File: src/rtl/qlb_pkg.sv
package qlb_pkg;
    localparam int unsigned LANES  = 4;
    localparam int unsigned BYTE_W = 8;
    localparam int unsigned WORD_W = LANES * BYTE_W;
    localparam int unsigned SEL_W  = $clog2(LANES);
    typedef logic [BYTE_W-1:0] byte_t;
    typedef logic [SEL_W-1:0]  lane_sel_t;
endpackage

File: src/rtl/qlb_lane.sv
module qlb_lane
    import qlb_pkg::*;
#(
    parameter int unsigned DEPTH = 16,
    localparam int unsigned AW = $clog2(DEPTH),
    localparam int unsigned CW = AW + 1
) (
    input  logic          clk,
    input  logic          rst_n,
    input  logic          push_i,
    input  byte_t         data_i,
    input  logic          pop_i,
    output byte_t         head_o,
    output logic [CW-1:0] count_o,
    output logic          empty_o,
    output logic          full_o
);
    typedef struct packed {
        logic [DEPTH-1:0][BYTE_W-1:0] mem;
        logic [AW-1:0]                wr;
        logic [AW-1:0]                rd;
        logic [CW-1:0]                cnt;
    } lane_st_t;

    lane_st_t st_d, st_q;
    logic do_push, do_pop;

    assign full_o  = (st_q.cnt == CW'(DEPTH));
    assign empty_o = (st_q.cnt == '0);
    assign count_o = st_q.cnt;
    assign head_o  = st_q.mem[st_q.rd];

    always_comb begin
        st_d    = st_q;
        do_push = push_i && !full_o;
        do_pop  = pop_i && !empty_o;
        if (do_push) begin
            st_d.mem[st_q.wr] = data_i;
            st_d.wr           = st_q.wr + 1'b1;
        end
        if (do_pop) begin
            st_d.rd = st_q.rd + 1'b1;
        end
        case ({do_push, do_pop})
            2'b10:   st_d.cnt = st_q.cnt + 1'b1;
            2'b01:   st_d.cnt = st_q.cnt - 1'b1;
            default: st_d.cnt = st_q.cnt;
        endcase
    end

    always_ff @(posedge clk or negedge rst_n) begin
        if (!rst_n) st_q <= '0;
        else        st_q <= st_d;
    end

    // Occupancy never goes past the lane depth (capacity, R4)
    assert_lane_bound_R4: assert property (@(posedge clk) disable iff (!rst_n)
        count_o <= CW'(DEPTH));

    // A push into a full lane leaves the level unchanged
    assert_full_drop_R6: assert property (@(posedge clk) disable iff (!rst_n)
        (full_o && push_i && !pop_i) |=> (count_o == $past(count_o)));

    // A pop from an empty lane moves nothing
    assert_empty_pop_R9: assert property (@(posedge clk) disable iff (!rst_n)
        (empty_o && pop_i && !push_i) |=> empty_o);
endmodule

File: src/rtl/qlb_tx_path.sv
module qlb_tx_path
    import qlb_pkg::*;
#(
    parameter int unsigned DEPTH = 16,
    localparam int unsigned CW = $clog2(DEPTH) + 1,
    localparam int unsigned TW = $clog2(LANES * DEPTH) + 1
) (
    input  logic              clk,
    input  logic              rst_n,
    input  logic              ser_wide_i,
    input  logic              push_word_i,
    input  logic              push_byte_i,
    input  logic [WORD_W-1:0] wdata_i,
    output logic              full_word_o,
    output logic              full_byte_o,
    output logic              half_word_o,
    output logic              half_byte_o,
    output logic              ovf_o,
    input  logic              ser_pop_i,
    output logic              ser_valid_o,
    output byte_t             ser_data_o
);
    typedef struct packed {
        lane_sel_t ptr;
        logic      ovf;
    } tx_st_t;

    tx_st_t st_d, st_q;

    logic          lane_push  [LANES];
    byte_t         lane_din   [LANES];
    logic          lane_pop   [LANES];
    byte_t         lane_head  [LANES];
    logic [CW-1:0] lane_cnt   [LANES];
    logic          lane_empty [LANES];
    logic          lane_full  [LANES];

    logic      word_blocked, word_ok, byte_ok, valid;
    lane_sel_t sel;
    logic [TW-1:0] total;

    for (genvar g = 0; g < LANES; g++) begin : g_lane
        qlb_lane #(.DEPTH(DEPTH)) lane_i (
            .clk     (clk),
            .rst_n   (rst_n),
            .push_i  (lane_push[g]),
            .data_i  (lane_din[g]),
            .pop_i   (lane_pop[g]),
            .head_o  (lane_head[g]),
            .count_o (lane_cnt[g]),
            .empty_o (lane_empty[g]),
            .full_o  (lane_full[g])
        );
    end

    always_comb begin
        st_d         = st_q;
        word_blocked = 1'b0;
        total        = '0;
        for (int i = 0; i < LANES; i++) begin
            word_blocked = word_blocked | lane_full[i];
            total        = total + TW'(lane_cnt[i]);
        end
        word_ok  = push_word_i && !word_blocked;
        byte_ok  = push_byte_i && !push_word_i && !lane_full[0];
        st_d.ovf = (push_word_i && word_blocked) ||
                   (push_byte_i && !push_word_i && lane_full[0]);
        sel   = ser_wide_i ? st_q.ptr : '0;
        valid = !lane_empty[sel];
        for (int i = 0; i < LANES; i++) begin
            lane_push[i] = word_ok || ((i == 0) && byte_ok);
            lane_din[i]  = word_ok ? wdata_i[i*BYTE_W +: BYTE_W] : wdata_i[BYTE_W-1:0];
            lane_pop[i]  = ser_pop_i && valid && (sel == SEL_W'(i));
        end
        if (!ser_wide_i)
            st_d.ptr = '0;
        else if (ser_pop_i && valid)
            st_d.ptr = st_q.ptr + 1'b1;
    end

    always_ff @(posedge clk or negedge rst_n) begin
        if (!rst_n) st_q <= '0;
        else        st_q <= st_d;
    end

    assign full_word_o = word_blocked;
    assign full_byte_o = lane_full[0];
    assign half_word_o = (total >= TW'(LANES * DEPTH / 2));
    assign half_byte_o = (lane_cnt[0] >= CW'(DEPTH / 2));
    assign ovf_o       = st_q.ovf;
    assign ser_valid_o = valid;
    assign ser_data_o  = valid ? lane_head[sel] : '0;

    // Narrow serial mode and byte pushes never touch the upper lanes
    for (genvar g = 1; g < LANES; g++) begin : g_chk
        assert_narrow_upper_R3: assert property (@(posedge clk) disable iff (!rst_n)
            (!ser_wide_i && !push_word_i) |=> $stable(lane_cnt[g]));
    end

    // An overflow pulse only follows a cycle in which a full flag was set
    assert_ovf_cause_R6: assert property (@(posedge clk) disable iff (!rst_n)
        ovf_o |-> $past(full_word_o || full_byte_o));
endmodule

File: src/rtl/qlb_rx_path.sv
module qlb_rx_path
    import qlb_pkg::*;
#(
    parameter int unsigned DEPTH = 16,
    localparam int unsigned CW = $clog2(DEPTH) + 1
) (
    input  logic              clk,
    input  logic              rst_n,
    input  logic              ser_wide_i,
    input  logic              ser_push_i,
    input  byte_t             ser_byte_i,
    output logic              ovf_o,
    input  logic              pop_word_i,
    input  logic              pop_byte_i,
    output logic [WORD_W-1:0] rdata_o,
    output logic              avail_word_o,
    output logic              avail_byte_o
);
    typedef struct packed {
        lane_sel_t ptr;
        logic      ovf;
    } rx_st_t;

    rx_st_t st_d, st_q;

    logic          lane_push  [LANES];
    logic          lane_pop   [LANES];
    byte_t         lane_head  [LANES];
    logic [CW-1:0] lane_cnt   [LANES];
    logic          lane_empty [LANES];
    logic          lane_full  [LANES];

    logic      push_ok, word_ok, byte_ok, all_ready;
    lane_sel_t sel;

    for (genvar g = 0; g < LANES; g++) begin : g_lane
        qlb_lane #(.DEPTH(DEPTH)) lane_i (
            .clk     (clk),
            .rst_n   (rst_n),
            .push_i  (lane_push[g]),
            .data_i  (ser_byte_i),
            .pop_i   (lane_pop[g]),
            .head_o  (lane_head[g]),
            .count_o (lane_cnt[g]),
            .empty_o (lane_empty[g]),
            .full_o  (lane_full[g])
        );
    end

    always_comb begin
        st_d      = st_q;
        all_ready = 1'b1;
        for (int i = 0; i < LANES; i++) begin
            all_ready = all_ready & !lane_empty[i];
        end
        sel      = ser_wide_i ? st_q.ptr : '0;
        push_ok  = ser_push_i && !lane_full[sel];
        st_d.ovf = ser_push_i && lane_full[sel];
        word_ok  = pop_word_i && all_ready;
        byte_ok  = pop_byte_i && !pop_word_i && !lane_empty[0];
        rdata_o  = '0;
        for (int i = 0; i < LANES; i++) begin
            lane_push[i] = push_ok && (sel == SEL_W'(i));
            lane_pop[i]  = word_ok || ((i == 0) && byte_ok);
            if (word_ok) rdata_o[i*BYTE_W +: BYTE_W] = lane_head[i];
        end
        if (byte_ok) rdata_o[BYTE_W-1:0] = lane_head[0];
        if (!ser_wide_i)
            st_d.ptr = '0;
        else if (push_ok)
            st_d.ptr = st_q.ptr + 1'b1;
    end

    always_ff @(posedge clk or negedge rst_n) begin
        if (!rst_n) st_q <= '0;
        else        st_q <= st_d;
    end

    assign ovf_o        = st_q.ovf;
    assign avail_word_o = all_ready;
    assign avail_byte_o = !lane_empty[0];

    // A readable word implies a readable byte
    assert_word_has_byte_R8: assert property (@(posedge clk) disable iff (!rst_n)
        avail_word_o |-> avail_byte_o);

    // Dropped serial byte is reported only when its target lane was full
    assert_rx_ovf_cause_R7: assert property (@(posedge clk) disable iff (!rst_n)
        ovf_o |-> $past(ser_push_i));
endmodule

File: src/rtl/quad_lane_buffer.sv
module quad_lane_buffer
    import qlb_pkg::*;
#(
    parameter int unsigned LANE_DEPTH = 16
) (
    input  logic        clk,
    input  logic        rst_n,
    input  logic        ser_wide,
    input  logic        tx_push_word,
    input  logic        tx_push_byte,
    input  logic [31:0] tx_wdata,
    output logic        tx_full_word,
    output logic        tx_full_byte,
    output logic        tx_half_word,
    output logic        tx_half_byte,
    output logic        tx_ovf,
    input  logic        tx_ser_pop,
    output logic        tx_ser_valid,
    output logic [7:0]  tx_ser_data,
    input  logic        rx_ser_push,
    input  logic [7:0]  rx_ser_byte,
    output logic        rx_ovf,
    input  logic        rx_pop_word,
    input  logic        rx_pop_byte,
    output logic [31:0] rx_rdata,
    output logic        rx_avail_word,
    output logic        rx_avail_byte
);
    qlb_tx_path #(.DEPTH(LANE_DEPTH)) tx_i (
        .clk         (clk),
        .rst_n       (rst_n),
        .ser_wide_i  (ser_wide),
        .push_word_i (tx_push_word),
        .push_byte_i (tx_push_byte),
        .wdata_i     (tx_wdata),
        .full_word_o (tx_full_word),
        .full_byte_o (tx_full_byte),
        .half_word_o (tx_half_word),
        .half_byte_o (tx_half_byte),
        .ovf_o       (tx_ovf),
        .ser_pop_i   (tx_ser_pop),
        .ser_valid_o (tx_ser_valid),
        .ser_data_o  (tx_ser_data)
    );

    qlb_rx_path #(.DEPTH(LANE_DEPTH)) rx_i (
        .clk          (clk),
        .rst_n        (rst_n),
        .ser_wide_i   (ser_wide),
        .ser_push_i   (rx_ser_push),
        .ser_byte_i   (rx_ser_byte),
        .ovf_o        (rx_ovf),
        .pop_word_i   (rx_pop_word),
        .pop_byte_i   (rx_pop_byte),
        .rdata_o      (rx_rdata),
        .avail_word_o (rx_avail_word),
        .avail_byte_o (rx_avail_byte)
    );

    // Word full always covers byte full, as lane 0 is one of the word lanes
    assert_full_nesting_R4: assert property (@(posedge clk) disable iff (!rst_n)
        tx_full_byte |-> tx_full_word);
endmodule

File: config.mk
export PLATFORM = sky130hd
export DESIGN_NAME = quad_lane_buffer
export DESIGN_NICKNAME = d
export VERILOG_FILES = /design/src/rtl/qlb_pkg.sv /design/src/rtl/qlb_lane.sv /design/src/rtl/qlb_tx_path.sv /design/src/rtl/qlb_rx_path.sv /design/src/rtl/quad_lane_buffer.sv
export SDC_FILE = /design/constraint.sdc
export NUM_CORES = 2
export LEC_CHECK = 0
export ABC_AREA = 1
export BUFFER_PORTS_ARGS = -buffer_cell sky130_fd_sc_hd__buf_2
export CAP_MARGIN = 0
export CORE_MARGIN = 2
export CORE_UTILIZATION = 45
export DETAILED_ROUTE_END_ITERATION = 10
export GPL_TIMING_DRIVEN = 0
export PLACE_DENSITY = 0.62
export SLEW_MARGIN = 20
export SYNTH_ARGS = -nofsm -noshare
export SYNTH_HDL_FRONTEND = slang
export SYNTH_SLANG_ARGS = --single-unit
File: constraint.sdc
create_clock -name clk -period 6.27 [get_ports clk]
set_input_delay 0.627 -clock clk [delete_from_list [all_inputs] [get_ports clk]]
set_output_delay 0.627 -clock clk [all_outputs]
set_load 0.02 [all_outputs]
Word-level counts from Yosys, hierarchy flattened

Cells that the tools add are included.

$add $sub $neg: 37
Order comparisons: 28
Eq/ne operators: 32
Mux-type cells: 72
Bitwise operators: 8
Reductions and logical operators: 85

Operators by type and width:

| operator                                                   | count |
|---|---|
| bitwise mux 128 bit                                        | 8 |
| binary-select mux 8 bit (select 4 bit)                     | 8 |
| demux 8 bit (select 4 bit)                                 | 8 |
| 2-to-1 mux 8 bit                                           | 27 |
| less-than comparator 4 x 5 -> 1 bit, second input constant | 16 |
| one-hot mux 5 bit (2 select lines)                         | 8 |
| adder 4 x 1 -> 4 bit, second input constant                | 16 |
| logical AND 1 bit                                          | 43 |
| adder 5 x 1 -> 5 bit, second input constant                | 8 |
| == test 5 bit, second input constant                       | 8 |
| logical NOT 5 bit                                          | 8 |
| subtractor 5 x 1 -> 5 bit, second input constant           | 8 |
| >= comparator 4 x 1 -> 1 bit, second input constant        | 8 |
| == test 2 bit, second input constant                       | 12 |
| logical NOT 1 bit                                          | 21 |
| == test 2 x 1 -> 1 bit, second input constant              | 10 |
| binary-select mux 8 bit (select 2 bit)                     | 1 |
| nonzero test 2 bit                                         | 8 |
| adder 7 x 5 -> 7 bit                                       | 2 |
| 2-to-1 mux 2 bit                                           | 6 |
| >= comparator 7 x 6 -> 1 bit, second input constant        | 1 |
| adder 5 x 5 -> 6 bit                                       | 1 |
| >= comparator 3 bit, second input constant                 | 2 |
| inverter 2 -> 3 bit                                        | 2 |
| 9 further kinds                                            | 22 |

Flip-flop bits (word level): 1134
Input bits: 49

Logic depth before layout (Yosys ltp)

Depth in word-level cells: 11
Depth in mapped cells: 20

Cells and area by module

From an unflattened synthesis, not the netlist that was laid out.

Cells, all modules: 8904
Area, all modules: 67004.3 µm²

By module, submodules not included:

| module                               | times used | cells each | area each (µm²) | sequential area each (µm²) |
|---|---|---|---|---|
| qlb_lane (rx_i.g_lane[0].lane_i ...) | 5          | 1074       | 8117.8          | 3528.4 |
| qlb_lane (tx_i.g_lane[1].lane_i ...) | 2          | 1073       | 8170.3          | 3528.4 |
| qlb_lane (tx_i.g_lane[3].lane_i)     | 1          | 1074       | 8298.0          | 3528.4 |
| qlb_tx_path                          | 1          | 201        | 1142.3          | 75.1 |
| qlb_rx_path                          | 1          | 113        | 634.4           | 75.1 |

Worst setup path before layout

Ideal clock, no wire load.

Kind: register -> output
From: reg tx_i.g_lane[1].lane_i.count_o[0] (netlist name)
To: out tx_half_word
Data arrival time: 2.612 ns
Slack: 3.031 ns
Cell stages (with the launch flop): 12
Buffers on the path: 0
Cells stage by stage: dfrtp_1 > ha_1 > inv_1 > fa_1 > o21ai_0 > xnor2_1 > fa_1 > inv_1 > ha_1 > nand2_1 > nor2_1 > o2111ai_1

Longest elaborated chain between the ends: 4

RTL lines:

| what                              | line                   | text |
|---|---|---|
| adder 5 x 5 -> 6 bit              | qlb_tx_path.sv:62      | `total = total + TW'(lane_cnt[i]);` |
| adder 7 x 5 -> 7 bit (2 in a row) | qlb_tx_path.sv:62      |  |
| >= comparator 7 x 6 -> 1 bit      | qlb_tx_path.sv:88      | `assign half_word_o = (total >= TW'(LANES * DEPTH / 2));` |
| end, declared                     | quad_lane_buffer.sv:14 | `output logic tx_half_word,` |

No other way between the ends.

Worst setup path after layout

From: reg rx_i.g_lane[0].lane_i.count_o[1] (netlist name)
To: out rx_rdata[21]

Longest elaborated chain between the ends: 7

RTL lines:

| what                           | line                   | text |
|---|---|---|
| logical NOT 5 bit              | qlb_lane.sv:29         | `assign empty_o = (st_q.cnt == '0);` |
| logical NOT 1 bit              | qlb_rx_path.sv:54      | `all_ready = all_ready & !lane_empty[i];` |
| bitwise AND 1 bit (3 in a row) | qlb_rx_path.sv:54      |  |
| logical AND 1 bit              | qlb_rx_path.sv:59      | `word_ok = pop_word_i && all_ready;` |
| 2-to-1 mux 8 bit               | qlb_rx_path.sv:65      | `if (word_ok) rdata_o[i*BYTE_W +: BYTE_W] = lane_head[i];` |
| end, declared                  | quad_lane_buffer.sv:25 | `output logic [31:0] rx_rdata,` |

No other way between the ends.

==> results.sh <==
export IMPL_run_status="completed"
export IMPL_pwr_share_seq_pct=33.8
export IMPL_relSlewSlack_pct=22.9
export IMPL_portBuffers=94
export IMPL_synth_seq_cells=1134
export IMPL_final_layout_size_suffix_gt1_share_pct=7.75
export IMPL_clock_path_buffers=3
export IMPL_final_hold_violation_count=0
export IMPL_core_um2=124000
export IMPL_drt_wl_total_um=184000
export IMPL_final_max_slew_violation_count=0
export IMPL_start_kind="flop"
export IMPL_worstReg2RegStart="rx_i.g_lane[0].lane_i.count_o[1]"
export IMPL_final_cells=9122
export IMPL_synth_edf_count=0
export IMPL_worst_hold_startpoint="tx_push_byte"
export IMPL_worst_path_max_fanout=10
export IMPL_hold_path_class="in -> reg"
export IMPL_muxShareOfSynthArea_pct=0
export IMPL_count_of_h_tree_levels_built_during_cts=4
export IMPL_setup_tns_ns=0
export IMPL_cp_end_kind="primary output"
export IMPL_route_vias_total=50200
export IMPL_post_synth_instance_area_um2=56200
export IMPL_num_fill_cells=11900
export IMPL_drt_pre_antenna_iters=6
export IMPL_chip_width_um=358
export IMPL_post_place_cells=8884
export IMPL_internal_portion_of_total_power_w=0.0187
export IMPL_comb_power_share_pct=41.9
export IMPL_ioPinCount=98
export IMPL_antenna_left=0
export IMPL_finalNetCount=7528
export IMPL_area_growth_syn_to_layout_pct=13.0
export IMPL_vias_per_cell=5.50
export IMPL_detailedRoute_firstIterationViolations=5240
export IMPL_number_of_antenna_violations_at_the_first_check_in_global_routing=1
export IMPL_most_used_cells_in_the_layout_excluding_fill_and_tap_cells="2177 x sky130_fd_sc_hd__nand2_1, 1134 x sky130_fd_sc_hd__dfrtp_1, 967 x sky130_fd_sc_hd__o21ai_0"
export IMPL_share_clk_of_total_power_pct=24.3
export IMPL_leading_cell_type_in_the_layout_fill_and_taps_excluded="sky130_fd_sc_hd__nand2_1"
export IMPL_power_switching_w=0.0143
export IMPL_rrSetupSlack_ns=1.64
export IMPL_drc=0
export IMPL_min_period_ns=5.37
export IMPL_worst_ep_required_time_ns=5.64
export IMPL_numCtsBuffers=132
export IMPL_grt_pass1_wl_um=285000
export IMPL_finalClockSkew_ns=0.0298
export IMPL_worstSkewPairLatency_ns=0.77
export IMPL_worstMarginPinSlew_ns=1.16
export IMPL_critical_path_reg2reg_endpoint="rx_i.g_lane[0].lane_i.count_o[4]"
export IMPL_synth_cell_types=44
export IMPL_total_leakage_power_nw=30.9
export IMPL_synthesis_area_per_instance_um2=7.87
export IMPL_synth_fp_nets=7289
export IMPL_worstRegToRegCells=18
export IMPL_gr_usage_all_layers_pct=28.8
export IMPL_synth_adder_area_share_pct=2.36
export IMPL_synth_compound_area_share_pct=15.0
export IMPL_synth_warnings=0
export IMPL_worst_setup_path_type="reg -> out"
export IMPL_dominant_combinational_cell_family_by_area_after_synthesis="simple AND/OR/NAND/NOR gates"
export IMPL_synthSimpleGateAreaFrac_pct=23.9
export IMPL_drv_cap=0
export IMPL_hpwlAfterDp_um=129000
export IMPL_setup_viol_count_final=0
export IMPL_effective_utilization_at_floorplan_pct=45.4
export IMPL_num_rows=129
export IMPL_place_congestion=0.968
export IMPL_worst_hold_path_endpoint="tx_i.ovf_o"
export IMPL_min_path_cells=3
export IMPL_multi_input_combinational_cell_area_um2=23800
export IMPL_grt_overflow=0
export IMPL_grt_start_max_net_pins=131
export IMPL_synth_xor_area_share_pct=0.981
export IMPL_worst_ep_arrival_time_ns=4.74
export IMPL_power_density_nw_per_um2=519
export IMPL_async_flop_share_pct=100
export IMPL_drt_wirelength_per_cell_um=20.1
export IMPL_dieHeight_um=358
export IMPL_clkTransAtPathRegs_ns=0.06
export IMPL_clock_tree_from_tritoncts="built"
export IMPL_vias_in_the_first_global_route=48300
export IMPL_netSwitchingFraction_pct=43.3
export IMPL_clock_sinks=1134
export IMPL_cts_resized_gates=0
export IMPL_unrepaired_setup_endpoints_after_global_routing="no"
export IMPL_synthFlopType="sky130_fd_sc_hd__dfrtp_1"
export IMPL_final_min_period_over_clock_period_pct=85.6
export IMPL_ir_drop_uv=415
export IMPL_fmax_mhz=186
export IMPL_total_die_area_um2=128000
export IMPL_clock_root_buffer="sky130_fd_sc_hd__clkbuf_16"
export IMPL_synth_sequential_area_ratio_pct=50.5
export IMPL_synthesized_instance_count=7143
export IMPL_sequential_cell_area_um2=28400
==> repair_timing <==
item / 4_1_cts / 5_1_grt
setup buffers: 0 / 0
hold buffers: 1 / 0
hold endpoints to repair: 121 / 0
==> cells in the mapped netlist, types with 6 or more instances <==
master / n / area share, %
sky130_fd_sc_hd__a21oi_1: 402 / 3.6
sky130_fd_sc_hd__a22oi_1: 21 / 0.28
sky130_fd_sc_hd__a31oi_1: 26 / 0.29
sky130_fd_sc_hd__buf_1: 29 / 0.19
sky130_fd_sc_hd__buf_2: 97 / 0.86
sky130_fd_sc_hd__buf_4: 17 / 0.23
sky130_fd_sc_hd__clkbuf_1: 273 / 1.8
sky130_fd_sc_hd__clkinv_1: 22 / 0.15
sky130_fd_sc_hd__dfrtp_1: 1134 / 50
sky130_fd_sc_hd__fa_1: 15 / 0.53
sky130_fd_sc_hd__ha_1: 82 / 1.8
sky130_fd_sc_hd__inv_1: 558 / 3.7
sky130_fd_sc_hd__inv_2: 30 / 0.20
sky130_fd_sc_hd__nand2_1: 2177 / 15
sky130_fd_sc_hd__nand2_2: 18 / 0.20
sky130_fd_sc_hd__nand3_1: 373 / 3.3
sky130_fd_sc_hd__nand4_1: 150 / 1.7
sky130_fd_sc_hd__nand4_4: 11 / 0.42
sky130_fd_sc_hd__nor2_1: 405 / 2.7
sky130_fd_sc_hd__nor2_2: 23 / 0.26
sky130_fd_sc_hd__nor2_4: 24 / 0.48
sky130_fd_sc_hd__o211ai_1: 35 / 0.47
sky130_fd_sc_hd__o21ai_0: 967 / 8.6
sky130_fd_sc_hd__o21ai_1: 126 / 1.1
sky130_fd_sc_hd__o21ai_2: 14 / 0.22
sky130_fd_sc_hd__o21ai_4: 10 / 0.29
sky130_fd_sc_hd__or2_2: 6 / 0.067
sky130_fd_sc_hd__xnor2_1: 15 / 0.23
sky130_fd_sc_hd__xor2_1: 48 / 0.75
==> final cells by class <==
class	count	area share, %
Sequential cell	1134	44.6
Multi-Input combinational cell	4978	37.4
Clock buffer	193	6.28
Inverter	611	3.62
Tap cell	1637	3.22
Buffer	420	2.82
Timing Repair Buffer	105	1.21
Clock inverter	43	0.819
Antenna cell	1	0.00394
==> stage by stage <==
step | worst slack (ns) | total power (W) | cell area [µm²] | util, % | hold slack [ns]
finish | 0.903 | 0.0330 | 63600 | 51.3 | 0.153
global route | 0.869 | 0.0354 | 63600 | 51.3 | 0.143
CTS | 1.04 | 0.0330 | 63600 | 51.3 | 0.106
detailed placement | 1.72 | 0.0249 | 59000 | 47.7 | 0.458
global placement | -21.01 | 0.0246 | 58800 | 47.5 | 0.454
floorplan | 3.03 | 0.0200 | 56200 | - | 0.331
==> metal layers <==
| metal | vias up | wire length, µm | global-route usage [%] |
|---|---|---|---|
| li1 | 23700 | - | - |
| met1 | 24200 | 78400 | 39.2 |
| met2 | 1919 | 84000 | 45.5 |
| met3 | 383 | 13400 | 5.04 |
| met4 | 2 | 7820 | 12.2 |
| met5 | - | 8 | 0 |
==> worst max-delay path by stage <==
stage                                  endpoint  slack, ns                        startpoint  cells after the start
2_1_floorplan                      tx_half_word       3.03  tx_i.g_lane[1].lane_i.count_o[0]                     11
3_3_place_gp    tx_i.g_lane[3].lane_i.st_q[104]     -21.01                             rst_n                      1
3_5_place_dp   tx_i.g_lane[0].lane_i.count_o[4]       1.72                          ser_wide                     21
4_1_cts                            rx_rdata[21]       1.04  rx_i.g_lane[0].lane_i.count_o[1]                     10
5_1_grt                            rx_rdata[22]       0.87  rx_i.g_lane[0].lane_i.count_o[1]                     10
6_report                           rx_rdata[21]       0.90  rx_i.g_lane[0].lane_i.count_o[1]                     10
==> kinds of logic after synthesis <==
logic type / Yosys count
AND/OR/NAND/NOR: 3206
XOR/XNOR: 63
AO/OA/AOI/OAI: 1612
buffers and inverters: 1031
adder cells (fa/ha/maj): 97
flip-flops: 1134
==> flip-flops by register name, indices dropped and copies added (netlist names) <==
signal / count
tx_i.g_lane.lane_i.count_o: 20
tx_i.g_lane.lane_i.st_q: 544
rx_i.ovf_o: 1
rx_i.g_lane.lane_i.st_q: 544
tx_i.ovf_o: 1
rx_i.g_lane.lane_i.count_o: 20
tx_i.st_q: 2
rx_i.st_q: 2
==> power groups by stage <==
stage	Sequential [W]	Combinational, W	Clock (W)
floorplan	0.0109	0.00917	0
global placement	0.0112	0.0134	0
detailed placement	0.0112	0.0136	0
CTS	0.0111	0.0137	0.00813
global route	0.0114	0.0155	0.00844
finish	0.0112	0.0138	0.00801
==> critical path, cell delays in order, from the launching register on <==
cell	delay [ns]
sky130_fd_sc_hd__dfrtp_1	0.37
sky130_fd_sc_hd__inv_1	0.09
sky130_fd_sc_hd__nand4_1	0.38
sky130_fd_sc_hd__o21ai_0	0.17
sky130_fd_sc_hd__nor2_1	0.51
sky130_fd_sc_hd__nand2_1	0.66
sky130_fd_sc_hd__inv_2	0.51
sky130_fd_sc_hd__buf_2	0.40
sky130_fd_sc_hd__nand2_1	0.13
sky130_fd_sc_hd__a31oi_1	0.46
sky130_fd_sc_hd__buf_2	0.28
Note: power is estimated with default switching activity, not from simulation.
